**config.mk**
```make
export PLATFORM = sky130hd
export DESIGN_NAME = wr_unlock_guard
export DESIGN_NICKNAME = d
export VERILOG_FILES = /design/src/rtl/wr_unlock_pkg.sv /design/src/rtl/wr_unlock_key_fsm.sv /design/src/rtl/wr_unlock_ctrl_reg.sv /design/src/rtl/wr_unlock_time_gate.sv /design/src/rtl/wr_unlock_guard.sv
export SDC_FILE = /design/constraint.sdc
export NUM_CORES = 1
export LEC_CHECK = 0
export ABC_AREA = 1
export BUFFER_PORTS_ARGS = -buffer_cell sky130_fd_sc_hd__buf_4
export CAP_MARGIN = 20
export CORE_UTILIZATION = 47
export CTS_BUF_LIST = sky130_fd_sc_hd__clkbuf_16
export DETAILED_ROUTE_END_ITERATION = 10
export MAX_ROUTING_LAYER = met4
export PLACE_DENSITY = 0.81
export SYNTH_ARGS = -nofsm -noshare
export SYNTH_HDL_FRONTEND = slang
export SYNTH_SLANG_ARGS = --single-unit
```
**constraint.sdc**
```tcl
create_clock -name clk_i -period 1.55 [get_ports clk_i]
set_input_delay 0.0775 -clock clk_i [delete_from_list [all_inputs] [get_ports clk_i]]
set_output_delay 0.0775 -clock clk_i [all_outputs]
set_load 0.05 [all_outputs]
```
**src/rtl/wr_unlock_pkg.sv**
```systemverilog
package wr_unlock_pkg;
  typedef enum logic [1:0] {
    SEQ_IDLE  = 2'd0,
    SEQ_FIRST = 2'd1,
    SEQ_OPEN  = 2'd2
  } seq_state_e;
endpackage

```
**src/rtl/wr_unlock_key_fsm.sv**
```systemverilog
module wr_unlock_key_fsm
  import wr_unlock_pkg::*;
#(
  parameter int unsigned ADDR_W   = 4,
  parameter int unsigned DATA_W   = 16,
  parameter int unsigned KEY_W    = 8,
  parameter logic [ADDR_W-1:0] KEY_ADDR = 4'h1,
  parameter logic [KEY_W-1:0] KEY_A = 8'h55,
  parameter logic [KEY_W-1:0] KEY_B = 8'hAA
) (
  input  logic              clk_i,
  input  logic              rst_ni,
  input  logic              wr_en_i,
  input  logic [ADDR_W-1:0] wr_addr_i,
  input  logic [DATA_W-1:0] wr_data_i,
  output logic              open_o
);
  seq_state_e state_q, state_d;
  logic key_wr;
  logic [KEY_W-1:0] key_val;

  assign key_wr  = wr_en_i && (wr_addr_i == KEY_ADDR);
  assign key_val = wr_data_i[KEY_W-1:0];

  always_comb begin
    state_d = state_q;
    if (wr_en_i) begin
      if (!key_wr)                                  state_d = SEQ_IDLE;
      else if (key_val == KEY_A)                    state_d = SEQ_FIRST;
      else if (state_q == SEQ_FIRST && key_val == KEY_B) state_d = SEQ_OPEN;
      else                                          state_d = SEQ_IDLE;
    end else if (state_q == SEQ_OPEN) begin
      state_d = SEQ_IDLE;
    end
  end

  always_ff @(posedge clk_i or negedge rst_ni) begin
    if (!rst_ni) state_q <= SEQ_IDLE;
    else         state_q <= state_d;
  end

  assign open_o = (state_q == SEQ_OPEN);

  AST_OPEN_AFTER_KEY: assert property (@(posedge clk_i) disable iff (!rst_ni)
    open_o |-> $past(key_wr && key_val == KEY_B));
  AST_WINDOW_ONE_CYCLE: assert property (@(posedge clk_i) disable iff (!rst_ni)
    open_o |=> !open_o);
endmodule

```
**src/rtl/wr_unlock_ctrl_reg.sv**
```systemverilog
module wr_unlock_ctrl_reg #(
  parameter int unsigned ADDR_W    = 4,
  parameter int unsigned DATA_W    = 16,
  parameter int unsigned GUARD_BIT = 13,
  parameter logic [ADDR_W-1:0] CTRL_ADDR = 4'h0
) (
  input  logic              clk_i,
  input  logic              rst_ni,
  input  logic              wr_en_i,
  input  logic [ADDR_W-1:0] wr_addr_i,
  input  logic [DATA_W-1:0] wr_data_i,
  input  logic              open_i,
  output logic [DATA_W-1:0] ctrl_o
);
  localparam logic [DATA_W-1:0] GUARD_MASK = DATA_W'(1) << GUARD_BIT;

  logic              ctrl_wr;
  logic [DATA_W-1:0] ctrl_q, ctrl_d;

  assign ctrl_wr = wr_en_i && (wr_addr_i == CTRL_ADDR);

  always_comb begin
    ctrl_d = wr_data_i;
    // set needs the open window; clear always passes
    ctrl_d[GUARD_BIT] = wr_data_i[GUARD_BIT] && (ctrl_q[GUARD_BIT] || open_i);
  end

  always_ff @(posedge clk_i or negedge rst_ni) begin
    if (!rst_ni)      ctrl_q <= '0;
    else if (ctrl_wr) ctrl_q <= ctrl_d;
  end

  assign ctrl_o = ctrl_q;

  AST_SET_IN_WINDOW: assert property (@(posedge clk_i) disable iff (!rst_ni)
    $rose(ctrl_q[GUARD_BIT]) |-> $past(open_i && ctrl_wr));
  AST_CLEAR_ANYTIME: assert property (@(posedge clk_i) disable iff (!rst_ni)
    (ctrl_wr && !wr_data_i[GUARD_BIT]) |=> !ctrl_q[GUARD_BIT]);
  AST_OTHER_BITS: assert property (@(posedge clk_i) disable iff (!rst_ni)
    ctrl_wr |=> ((ctrl_q & ~GUARD_MASK) == ($past(wr_data_i) & ~GUARD_MASK)));
  AST_HOLD_NO_WRITE: assert property (@(posedge clk_i) disable iff (!rst_ni)
    !ctrl_wr |=> $stable(ctrl_q));
endmodule

```
**src/rtl/wr_unlock_time_gate.sv**
```systemverilog
module wr_unlock_time_gate #(
  parameter int unsigned ADDR_W = 4,
  parameter logic [ADDR_W-1:0] TIME_ADDR = 4'h2
) (
  input  logic              wr_en_i,
  input  logic [ADDR_W-1:0] wr_addr_i,
  input  logic              enable_i,
  output logic              time_we_o
);
  assign time_we_o = wr_en_i && (wr_addr_i == TIME_ADDR) && enable_i;
endmodule

```
**src/rtl/wr_unlock_guard.sv**
```systemverilog
module wr_unlock_guard #(
  parameter int unsigned ADDR_W    = 4,
  parameter int unsigned DATA_W    = 16,
  parameter int unsigned KEY_W     = 8,
  parameter int unsigned GUARD_BIT = 13,
  parameter logic [ADDR_W-1:0] CTRL_ADDR = 4'h0,
  parameter logic [ADDR_W-1:0] KEY_ADDR  = 4'h1,
  parameter logic [ADDR_W-1:0] TIME_ADDR = 4'h2,
  parameter logic [KEY_W-1:0]  KEY_A     = 8'h55,
  parameter logic [KEY_W-1:0]  KEY_B     = 8'hAA
) (
  input  logic              clk_i,
  input  logic              rst_ni,
  input  logic              wr_en_i,
  input  logic [ADDR_W-1:0] wr_addr_i,
  input  logic [DATA_W-1:0] wr_data_i,
  output logic [DATA_W-1:0] ctrl_o,
  output logic              time_wr_en_o,
  output logic              time_we_o
);
  logic open;

  wr_unlock_key_fsm #(
    .ADDR_W(ADDR_W), .DATA_W(DATA_W), .KEY_W(KEY_W),
    .KEY_ADDR(KEY_ADDR), .KEY_A(KEY_A), .KEY_B(KEY_B)
  ) u_key_fsm (
    .clk_i, .rst_ni, .wr_en_i, .wr_addr_i, .wr_data_i,
    .open_o(open)
  );

  wr_unlock_ctrl_reg #(
    .ADDR_W(ADDR_W), .DATA_W(DATA_W), .GUARD_BIT(GUARD_BIT), .CTRL_ADDR(CTRL_ADDR)
  ) u_ctrl_reg (
    .clk_i, .rst_ni, .wr_en_i, .wr_addr_i, .wr_data_i,
    .open_i(open),
    .ctrl_o(ctrl_o)
  );

  assign time_wr_en_o = ctrl_o[GUARD_BIT];

  wr_unlock_time_gate #(.ADDR_W(ADDR_W), .TIME_ADDR(TIME_ADDR)) u_time_gate (
    .wr_en_i, .wr_addr_i,
    .enable_i(time_wr_en_o),
    .time_we_o(time_we_o)
  );

  AST_RESET_LOCKED: assert property (@(posedge clk_i)
    !rst_ni |=> !time_wr_en_o);
  AST_TIME_NEEDS_EN: assert property (@(posedge clk_i) disable iff (!rst_ni)
    time_we_o |-> (time_wr_en_o && wr_en_i));
endmodule

```
---- Word-level counts from Yosys, hierarchy flattened ----
Index checks and enable logic that the tools add are counted.
operators by class
  reductions and logical operators ........ 9
  multiplexer cells ....................... 5
  equality and inequality tests ........... 6
operator list
  cell                number
  $mux 2              5
  $eq 8x7->1 const B  1
  $eq 8x8->1 const B  1
  $logic_and 1x1->1   6
  $eq 4x1->1 const B  1
  $eq 4x2->1 const B  1
  $logic_not 4->1     1
  $eq 2x1->1 const B  1
  $eq 2x2->1 const B  1
  $reduce_bool 2->1   1
  $logic_or 1x1->1    1
word-level totals
  logic and storage cells ................. 22
  output and inout bits ................... 18
  input bits .............................. 23
  register bits ........................... 18

---- Logic depth before layout (Yosys ltp) ----
Gate-level depths: netlist of run 1.
  word-level depth ........................ 6
  mapped depth ............................ 7
  gate-level depth less buffers ........... 6

---- By module ----
A second synthesis of run 1 with hierarchy kept.
second synthesis, totals
  cell total of the unflattened synthesis .. 122
  area, all modules ....................... 967.2 um^2
modules (own cells, without submodules)
  module               cells an instance  area an instance (um^2)  seq. area each (um^2)  times used
  wr_unlock_ctrl_reg   81                 752.0                    400.4                  1
  wr_unlock_key_fsm    33                 178.9                    50.0                   1
  wr_unlock_time_gate  7                  28.8                     0.0                    1
  wr_unlock_guard      1                  7.5                      0.0                    1

---- Worst setup path after synthesis of run 1 ----
No wires, ideal clock.
  kind .................................... register to output
  start ................................... reg u_ctrl_reg.ctrl_q[13] (netlist: u_ctrl_reg.ctrl_o[13])
  end ..................................... out time_we_o
  path buffers ............................ 0
  stages on the path, launching flop included .. 3
  path slack .............................. -0.378 ns
  data arrival time ....................... 1.850 ns
  data required time ...................... 1.472 ns
  cell sequence ........................... dfrtp_1 inv_1 nor3_1
between the ends
  longest elaborated chain between the ends .. 1
RTL lines
  item                    RTL line                   text
  from (decl)             wr_unlock_ctrl_reg.sv:18   logic [DATA_W-1:0] ctrl_q, ctrl_d;
  from (signal assigned)  wr_unlock_ctrl_reg.sv:30   else if (ctrl_wr) ctrl_q <= ctrl_d;
  $logic_and 1x1->1       wr_unlock_time_gate.sv:10  assign time_we_o = wr_en_i && (wr_addr_i == TIME_ADDR) && enable_i;
  to (decl)               wr_unlock_guard.sv:19      output logic time_we_o
No other way between the ends.

---- Worst setup path in the final report of run 1 ----
Same ends and word-level chain as after synthesis.

==> metrics.yaml, run 1 <==
cells_and_area:
  drive_above_1_share_pct: 36.3
  instances_no_fill: 162
  final_common_cell: "nand2_1"
  final_nets: 171
  n_fill_cell: 124
  layout_common_cells: "nand2_1, buf_4, dfrtp_1, inv_1, nor2_1"
  finish.utilization_pct: 77.1
  diodes: 0
  area_growth_pct: 44.9
setup_path:
  crit_fanout: 4
  cp.arrival_ns: 1.09
  crit_path_start_kind: "flop"
  worstPathRequired_ns: 1.47
  r2r_setup_slack_ns: 0.72
  end_kind: "primary output"
  criticalPathCategory: "flop to primary output"
  r2r_cells: 5
timing:
  finalSetupViolCount: 0
  fin_setup_tns_ns: 0
  hold_violations: 0
  fin_ws_ns: 0.384
  rsz0062_at_grt: "false"
  max_freq_mhz: 858
  fin_crit_sh_pct: 75.2
  fin_skew_ns: 0.000418
  drv_slew: 0
  post-route-min-period_ns: 1.17
  worst_slew_pin_slew_ns: 0.229
  slew_headroom_pct: 84.8
clock_tree:
  cts_tree: "built"
  cts-htree-levels: 1
  root_buffer: "clkbuf_16"
  clkSinkCount: 18
  numCtsBuffers: 3
  clock_latency_ns: 0.24
  clkTransAtPathRegs_ns: 0.05
  post_cts_buffers: 0
  ctsResizeCount: 0
  cts_hold_buffers: 1
  clock_path_buffers: 2
floorplanning:
  fp.dieH_um: 44.2
  core-area_mm2: 0.00158
  dieArea_mm2: 0.00196
  die_w_um: 44.2
  initial_core_util_pct: 53.2
  rows: 14
  ios: 41
outcome:
  status: "complete, but fails checks"
  violations: "DRC"
synthesis:
  synth_area_per_cell_um2: 7.98
  synth-simple-area-share_pct: 35.5
  yosysSeqAreaShare_pct: 53.7
  ys_types: 16
  synth_fa_ha_area_share_pct: 0
  synth.area.mux_share_pct: 0
  synthXorXnorAreaFrac_pct: 0
  synth_seq_cells: 18
  syn_area_um2: 838
  synthCells: 105
  yosys_warnings: 0
  synth-compound-area-share_pct: 1.79
  synth_top_family_by_area: "simple AND/OR/NAND/NOR gates"
  synth.net_count: 128
routing:
  wl_met1_um: 736
  antenna_left: 0
  route.met2.wl_um: 907
  route.detailed.drc: 4
  vias: 778
  wl_met3_um: 140
  via_per_inst: 4.80
  top_layer: "met4"
  drtPass1Iterations: 7
  wl_per_cell_um: 11.1
  drt-total-wl_mm: 1.79
  first_iter_violations: 16
run:
  maxCapViolCount: 0
pwr:
  peakVddDrop_uv: 873
  leakagePower_uw: 0.000692
  powerDensity_mw_per_mm2: 1380
global_routing:
  grt_pass1_vias: 745
  overflow: 0
  grt_max_degree: 19
  track_usage_pct: 21.7
  grt_antenna_before_repair: 0
  grt_pass1_wl_mm: 2.94
hold_path:
  hold_depth: 3
  hp-class: "primary input to flop"
placement:
  port_buffers: 40
  gp_congestion: 0.756
  pre_cts_ws_ns: 0.515
  dpl.cell_count: 158
  place_hpwl_mm: 1.36
[state kept, by name, indices dropped and copies added (netlist names)]
name and count:
u_ctrl_reg.ctrl_o 16, u_key_fsm.state_q 2
[layer usage]
layer,GRT usage (%),vias to the layer above
li1,-,400
met1,23.4,342
met2,37.6,34
met3,4.90,2
met4,9.70,0
met5,-,-
[worst max-delay path, cell delays in order, from the launching register on]
cell and delay, ns:
dfrtp_1 0.40, inv_1 0.08, nor3_2 0.15, buf_4 0.22
[synth_stat cells]
library cell	instances	area share, %
nand2_1	53	24
dfrtp_1	18	54
inv_1	7	3.1
nor2_1	7	3.1
nand2_2	3	2.2
nand3_1	3	1.8
o21ai_0	3	1.8
buf_4	2	1.8
inv_2	2	0.90
buf_6	1	1.3
buf_8	1	1.8
nand3_2	1	1.2
nand4_1	1	0.75
nor2_2	1	0.75
nor2_4	1	1.3
nor3_1	1	0.60
[area by class of cell]
class,count,area (um^2),area share [%]
clock buffers,3,75.1,6.18
flip-flops and latches,18,450,37.1
well taps,16,20.0,1.65
repair buffers,42,318,26.2
inverters,9,33.8,2.78
multi-input cells,74,318,26.2
[power by group]
group	internal, uW	switching, uW	leakage (uW)
Sequential	551	48.0	0.000233
Combinational	183	398	0.000423
Clock	339	158	0.0000370
Total	1070	604	0.000692
[path summary, 6_finish.rpt]
path                                  startpoint                    end
max                        u_ctrl_reg.ctrl_o[13]              time_we_o
min                                wr_data_i[14]  u_ctrl_reg.ctrl_o[14]
max reg2reg                 u_key_fsm.state_q[0]  u_ctrl_reg.ctrl_o[13]
min reg2reg                 u_ctrl_reg.ctrl_o[0]   u_ctrl_reg.ctrl_o[0]
max in group asynchronous                 rst_ni   u_ctrl_reg.ctrl_o[1]
min in group asynchronous                 rst_ni  u_ctrl_reg.ctrl_o[13]
[cell families (layout without fill, tap and decap cells)]
| logic type | Yosys count | after routing |
|---|---|---|
| and+or+nand+nor | 71 | 71 |
| AOI/OAI and AO/OA | 3 | 3 |
| buffers and inverters | 13 | 54 |
| DFF | 18 | 18 |
[through the flow]
| stage | total power, uW | cell area, um^2 | hold slack [ns] |
|---|---|---|---|
| 2_1_floorplan | 971 | 843 | -0.218 |
| 3_3_place_gp | 1180 | 1130 | -0.0433 |
| 3_5_place_dp | 1180 | 1130 | -0.0424 |
| 4_1_cts | 1680 | 1210 | 0.0330 |
| 5_1_grt | 1750 | 1210 | 0.0423 |
| 6_report | 1680 | 1210 | 0.0321 |
No activity file was read; power rests on OpenSTA's default activity.
==> run 2: changes to the inputs <==
--- a/config.mk
+++ b/config.mk
@@ -8,11 +8,11 @@
 export ABC_AREA = 1
 export BUFFER_PORTS_ARGS = -buffer_cell sky130_fd_sc_hd__buf_4
 export CAP_MARGIN = 20
-export CORE_UTILIZATION = 47
+export CORE_UTILIZATION = 44
 export CTS_BUF_LIST = sky130_fd_sc_hd__clkbuf_16
 export DETAILED_ROUTE_END_ITERATION = 10
 export MAX_ROUTING_LAYER = met4
-export PLACE_DENSITY = 0.81
+export PLACE_DENSITY = 0.77
 export SYNTH_ARGS = -nofsm -noshare
 export SYNTH_HDL_FRONTEND = slang
 export SYNTH_SLANG_ARGS = --single-unit
==> constraint.sdc (replaced) <==
create_clock -name clk_i -period 1.1 [get_ports clk_i]
set_input_delay 0.055 -clock clk_i [delete_from_list [all_inputs] [get_ports clk_i]]
set_output_delay 0.055 -clock clk_i [all_outputs]
set_load 0.05 [all_outputs]
==> run 2 against run 1 <==
  * Power increased by 43%
  * Register-to-register slack lost 0.44 ns
  * Highest routed layer unchanged
  * Routed wire length up 10%
  * Hold slack worse by 0.028 ns
  * Clock skew grew 0.0029 ns
  * Core utilization is 6.3 points lower
  * Count of clock-buffer cells in the layout did not move
  * Critical endpoint unchanged
  * Die area grew 6.5%
  * Sequential share of layout area shrank 0.90 points
  * Clock power grew 46%
  * Sequential power is 41% higher
  * The flow now finishes without violations
==> metrics.yaml, run 2 (synthesis gave the netlist of run 1 again) <==
pwr:
  pwr-share-clk_pct: 30.3  # +0.7 points
  peakVddDrop_uv: 976  # +12%
  p_total_uw: 2390  # +43%
  p_int_uw: 1520  # +41%
  swShare_pct: 36.5  # +0.47 points
  leakagePower_uw: 0.000705  # +1.9%
  powerDensity_mw_per_mm2: 1910  # +39%
  share_comb_of_total_power_pct: 34.3  # -0.3 points
  switchingPower_uw: 872  # +44%
  seqPwrFrac_pct: 35.4  # -0.3 points
clock_tree:
  clock_latency_ns: 0.25  # about the same
  numCtsBuffers: 3  # unchanged
  root_buffer: "clkbuf_16"
  cts-htree-levels: 1  # unchanged
  clkSinkCount: 18  # unchanged
  clkTransAtPathRegs_ns: 0.05  # about the same
  clock_path_buffers: 2  # unchanged
  cts_tree: "built"
cells_and_area:
  largest_reg_flops: 16  # unchanged
  diodes: 0  # unchanged
  drive_above_1_share_pct: 37.8  # +1.5 points
  fin_area_mm2: 0.00125  # +2.8%
  area_growth_pct: 49.0
  regArea_um2: 452  # +0.28%
  n_fill_cell: 166  # +34%
  final_common_cell: "nand2_1"
  final_nets: 172  # +0.58%
  layout_common_cells: "nand2_1, buf_4, dfrtp_1, nor2_1, inv_1"
  multiInputGateArea_um2: 324  # +2.0%
  instances_no_fill: 173  # +6.8%
routing:
  top_layer: "met4"
  route.detailed.drc: 0  # -4
  route.met2.wl_mm: 1.01  # +11%
  via_per_inst: 4.68  # -2.6%
  wl_met1_um: 843  # +15%
  wl_per_cell_um: 11.4  # +3.4%
  vias: 809  # +4.0%
  wl_met3_um: 110  # -21%
  drtPass1Iterations: 4  # -3
  antenna_left: 0  # unchanged
  first_iter_violations: 11  # -5
  drt-total-wl_mm: 1.98  # +10%
global_routing:
  overflow: 0  # unchanged
  grt_pass1_vias: 757  # +1.6%
  track_usage_pct: 20.5  # -1.2 points
  grt_max_degree: 19  # unchanged
  grt_antenna_before_repair: 0  # unchanged
  grt_pass1_wl_mm: 2.93  # -0.48%
timing:
  drv_slew: 0  # unchanged
  fin_setup_tns_ns: 0  # unchanged
  rsz0062_at_grt: "false"
  max_freq_mhz: 961
  worst_slew_pin_slew_ns: 0.244  # +0.0157 ns
  finalSetupViolCount: 0  # unchanged
  slew_headroom_pct: 83.7  # -1.1 points
  fin_crit_sh_pct: 94.6
  fin_skew_ns: 0.00329  # +0.00287 ns
  post-route-min-period_ns: 1.04
  fin_ws_ns: 0.0599  # -0.324 ns
  hold_violations: 0  # unchanged
setup_path:
  crit_path_start_kind: "flop"
  worstPathRequired_ns: 1.04  # -0.43 ns
  end_kind: "primary output"
  max_stage_delay_ns: 0.40  # about the same
  crit_path_top_delay_cell: "dfrtp_2"
  path_cells: "inv_2 > nor3_4 > buf_6"
  crit_fanout: 4  # unchanged
  criticalPathCategory: "flop to primary output"
  cp.arrival_ns: 0.99  # -0.10 ns
floorplanning:
  fp.dieH_um: 45.7  # +3.2%
  core-area_mm2: 0.00176  # +12%
  rows: 15  # +1
  die_w_um: 45.7  # +3.2%
  dieArea_mm2: 0.00208  # +6.5%
  ios: 41  # unchanged
  initial_core_util_pct: 47.5  # -5.7 points
placement:
  place_hpwl_mm: 1.46  # +7.3%
  detailed_place.area_mm2: 0.00116  # +2.3%
  dpl.cell_count: 168  # +6.3%
  port_buffers: 40  # unchanged
  gp_congestion: 0.781  # +3.3%
  pre_cts_ws_ns: 0.126  # -0.390 ns
run:
  maxCapViolCount: 0  # unchanged
hold_path:
  hp-class: "primary input to flop"
outcome:
  status: "completed"
-- run 2: repair_timing --
item	in CTS	in global routing
hold buffers	1	0
hold endpoints to repair	18	0
gates resized for setup	0	1
endpoints found under the setup margin	0	1
setup buffers	0	0
-- run 2: stage by stage --
step,hold WS (ns),utilization [%]
finish,0.00370,70.8
global route,0.0213,70.8
CTS,0.00483,70.6
detailed placement,-0.0655,65.5
global placement,-0.0683,65.5
floorplan,-0.241,-
-- run 2: layer usage --
layer / track usage (%) / vias up
li1: - / 402
met4: 7.88 / 0
met5: - / -
met1: 22.5 / 370
met2: 36.3 / 35
met3: 3.57 / 2
-- run 2: area by class of cell --
cell class / count / area share, %
Sequential cell: 18 / 36.2
Timing Repair Buffer: 43 / 26.4
Multi-Input combinational cell: 74 / 26.0
Clock buffer: 3 / 6.01
Inverter: 9 / 2.71
Tap cell: 25 / 2.51
Clock inverter: 1 / 0.301
-- run 2: worst paths after layout --
kind,from,to,slack (ns),depth (start not counted)
max,u_ctrl_reg.ctrl_o[13],time_we_o,0.06,3
min,wr_data_i[11],u_ctrl_reg.ctrl_o[11],0.004,3
max reg2reg,u_key_fsm.state_q[0],u_ctrl_reg.ctrl_o[13],0.28,5
min reg2reg,u_ctrl_reg.ctrl_o[0],u_ctrl_reg.ctrl_o[0],0.48,2
max in group asynchronous,rst_ni,u_ctrl_reg.ctrl_o[13],0.66,2
min in group asynchronous,rst_ni,u_ctrl_reg.ctrl_o[11],0.23,2
-- run 2: critical path, delay by kind of cell (launching register included) --
family                 cells  cell delay [ns]
DFF                        1             0.40
and+or+nand+nor            1             0.11
buffers and inverters      2             0.24
-- run 2: power by group through the flow --
| stage | sequential [uW] | combinational, uW | clock (uW) |
|---|---|---|---|
| after floorplan | 1250 | 122 | 0 |
| final | 847 | 819 | 723 |
| after CTS | 847 | 825 | 726 |
| after global routing | 855 | 867 | 759 |
| after detailed placement | 855 | 818 | 0 |
| after global placement | 851 | 809 | 0 |
==> run 3: changes to the inputs <==
--- a/config.mk
+++ b/config.mk
@@ -5,14 +5,14 @@
 export SDC_FILE = /design/constraint.sdc
 export NUM_CORES = 1
 export LEC_CHECK = 0
-export ABC_AREA = 1
 export BUFFER_PORTS_ARGS = -buffer_cell sky130_fd_sc_hd__buf_4
 export CAP_MARGIN = 20
-export CORE_UTILIZATION = 44
+export CORE_MARGIN = 2
+export CORE_UTILIZATION = 47
 export CTS_BUF_LIST = sky130_fd_sc_hd__clkbuf_16
 export DETAILED_ROUTE_END_ITERATION = 10
 export MAX_ROUTING_LAYER = met4
-export PLACE_DENSITY = 0.77
+export PLACE_DENSITY = 0.82
 export SYNTH_ARGS = -nofsm -noshare
 export SYNTH_HDL_FRONTEND = slang
 export SYNTH_SLANG_ARGS = --single-unit
==> constraint.sdc (replaced) <==
create_clock -name clk_i -period 1.2 [get_ports clk_i]
set_input_delay 0.06 -clock clk_i [delete_from_list [all_inputs] [get_ports clk_i]]
set_output_delay 0.06 -clock clk_i [all_outputs]
set_load 0.05 [all_outputs]
==> run 3 against run 2 <==
  * Non-clock buffer count did not move
  * Synthesized cell count fell by 49%
  * Power down 2.0%
  * Largest power group is now combinational logic
==> metrics.yaml, run 3 <==
outcome:
  status: "completed"
cells_and_area:
  drive_above_1_share_pct: 63.3  # +25 points
  instances_no_fill: 115  # -34%
  n_fill_cell: 110  # -34%
  layout_common_cells: "buf_4, dfrtp_1, mux2_4, mux2_2, clkbuf_16"
  largest_reg_flops: 16  # unchanged
  area_growth_pct: 47.9
  multiInputGateArea_um2: 337  # +3.9%
  regArea_um2: 450  # -0.28%
  final_nets: 122  # -29%
  final_common_cell: "buf_4"
  diodes: 0  # unchanged
clock_tree:
  root_buffer: "clkbuf_16"
  cts_tree: "built"
  clock_latency_ns: 0.25  # about the same
  clock_path_buffers: 2  # unchanged
  post_cts_buffers: 0  # unchanged
  numCtsBuffers: 3  # unchanged
  clkTransAtPathRegs_ns: 0.05  # about the same
  clkSinkCount: 18  # unchanged
  cts-htree-levels: 1  # unchanged
pwr:
  peakVddDrop_uv: 922  # -5.6%
  leakagePower_uw: 0.000605  # -14%
  swShare_pct: 35.8  # -0.68 points
  pwr-share-clk_pct: 28.5  # -1.8 points
  switchingPower_uw: 839  # -3.8%
  seqPwrFrac_pct: 33.8  # -1.6 points
  p_int_uw: 1500  # -0.91%
  share_comb_of_total_power_pct: 37.7  # +3.4 points
  powerDensity_mw_per_mm2: 1900  # -0.67%
synthesis:
  synthArstFlopShare_pct: 100  # unchanged
  syn_area_um2: 833  # -0.60%
  synth_area_leader_cell: "dfrtp_1"
  synth.net_count: 77  # -40%
  synthCells: 54  # -49%
  yosysSeqAreaShare_pct: 54.1  # +0.32 points
  synthTopCellsByArea: "dfrtp_1, mux2_4, mux2_2"
  ys.flop_type: "dfrtp_1"
  synth_seq_cells: 18  # unchanged
  synth-edff-count: 0  # unchanged
  ys_types: 21  # +5
  synth.top_cell.area_share_pct: 54.1  # +0.32 points
  post-synth-top-count-cell: "dfrtp_1"
  synth_common_cells: "dfrtp_1, mux2_4, mux2_2"
  synth_area_per_cell_um2: 15.4  # +93%
  yosys_warnings: 0  # unchanged
hold_path:
  min-delay-start: "wr_data_i[8]"
  hp-class: "primary input to flop"
  hold_depth: 2  # -1
  min_to: "u_ctrl_reg.ctrl_o[8]"
floorplanning:
  fp.dieH_um: 46.1  # +1.0%
  die_w_um: 46.1  # +1.0%
  rows: 15  # unchanged
  ios: 41  # unchanged
  core-area_mm2: 0.00169  # -4.3%
  dieArea_mm2: 0.00213  # +2.0%
  initial_core_util_pct: 49.3  # +1.8 points
setup_path:
  r2r_end: "u_key_fsm.state_q[1]"
  crit_fanout: 4  # unchanged
  timing.critical_path.buf_inv: 1  # -1
  max_stage_delay_ns: 0.42  # +0.02 ns
  r2r_setup_slack_ns: 0.10  # -0.18 ns
  path_depth: 2  # -1
  worstPathRequired_ns: 1.14  # +0.10 ns
  crit_family: "flip-flops"
  crit_path_start_kind: "flop"
  end_kind: "primary output"
  criticalPathCategory: "flop to primary output"
  reg2reg_from: "u_key_fsm.state_q[1]"
  r2r_cells: 3  # -2
  crit_path_top_delay_cell: "dfrtp_1"
  path_cells: "and3_2 > buf_4"
  cp.arrival_ns: 1.08  # +0.09 ns
placement:
  gp_congestion: 0.679  # -13%
  port_buffers: 40  # unchanged
  pre_cts_ws_ns: -0.138  # -0.264 ns
  dpl.cell_count: 110  # -35%
timing:
  rsz0062_at_grt: "false"
  hold_violations: 0  # unchanged
  slew_headroom_pct: 80.8  # -2.9 points
  finalSetupViolCount: 0  # unchanged
  fin_crit_sh_pct: 95.0
  fin_skew_ns: 0.000450  # -0.00284 ns
  post-route-min-period_ns: 1.14
  timing.hold.ws_ns: 0.0396  # +0.0359 ns
  fin_ws_ns: 0.0594  # -0.000502 ns
  worst_slew_pin_slew_ns: 0.284  # +0.0402 ns
  drv_slew: 0  # unchanged
  max_freq_mhz: 877
global_routing:
  grt_pass1_wl_mm: 2.93  # +0.24%
  grt_pass1_vias: 611  # -19%
  grt_antenna_before_repair: 0  # unchanged
  overflow: 0  # unchanged
  grt_max_degree: 19  # unchanged
  track_usage_pct: 21.3  # +0.85 points
routing:
  vias: 621  # -23%
  drt-total-wl_mm: 2.03  # +2.7%
  antenna_left: 0  # unchanged
  via_per_inst: 5.40  # +15%
  drtPass1Iterations: 4  # unchanged
  wl_per_cell_um: 17.7  # +54%
  route.detailed.drc: 0  # unchanged
  first_iter_violations: 13  # +2
run:
  maxCapViolCount: 0  # unchanged
run 3: cells by family after synthesis:
group / count (synthesis) / synth area share, %
AOI/OAI and AO/OA: 4 / 2.85
buffers and inverters: 5 / 5.56
and+or+nand+nor: 12 / 13.2
muxes: 15 / 24.3
DFF: 18 / 54.1
run 3: per-stage QoR:
step	util, %	setup TNS [ns]	power (uW)	cell area (um^2)
2_1_floorplan	-	0	1370	833
3_3_place_gp	67.7	-1.19	1670	1140
3_5_place_dp	67.7	-1.65	1680	1140
4_1_cts	73.0	0	2360	1230
5_1_grt	73.0	0	2440	1230
6_report	73.0	0	2340	1230
run 3: timing repair:
| item | 4_1_cts | 5_1_grt |
|---|---|---|
| gates resized for setup | 0 | 1 |
| endpoints found under the hold margin | 18 | 0 |
| hold buffers | 1 | 0 |
| endpoints found under the setup margin | 0 | 1 |
run 3: how the worst max path moves through the flow:
stage	slack, ns	startpoint	end
2_1_floorplan	0.04	wr_addr_i[0]	u_ctrl_reg.ctrl_o[10]
3_3_place_gp	-0.1	wr_addr_i[0]	u_ctrl_reg.ctrl_o[14]
3_5_place_dp	-0.14	wr_addr_i[0]	u_ctrl_reg.ctrl_o[3]
4_1_cts	0.06	u_key_fsm.state_q[1]	u_key_fsm.state_q[1]
5_1_grt	0.004	u_key_fsm.state_q[1]	u_key_fsm.state_q[1]
6_report	0.06	u_ctrl_reg.ctrl_o[13]	time_we_o
run 3: layer usage:
metal | vias to the layer above | wire length [um] | GRT usage, %
met1 | 316 | 774 | 24.6
met3 | 4 | 64 | 3.53
met4 | 0 | 47 | 12.0
met2 | 19 | 1150 | 34.7
li1 | 282 | - | -
met5 | - | 0 | -
run 3: power groups by stage:
stage	combinational, uW	sequential, uW	clock (uW)
2_1_floorplan	160	1210	0
3_3_place_gp	868	797	0
3_5_place_dp	883	800	0
4_1_cts	888	792	678
5_1_grt	910	804	724
6_report	882	792	668
run 3: final cells by class:
cell class,instances,area share (%)
clock buffers,3,6.09
multi-input cells,31,27.3
flip-flops and latches,18,36.5
well taps,17,1.73
inverters,2,0.609
clock inverters,1,0.305
repair buffers,43,27.4
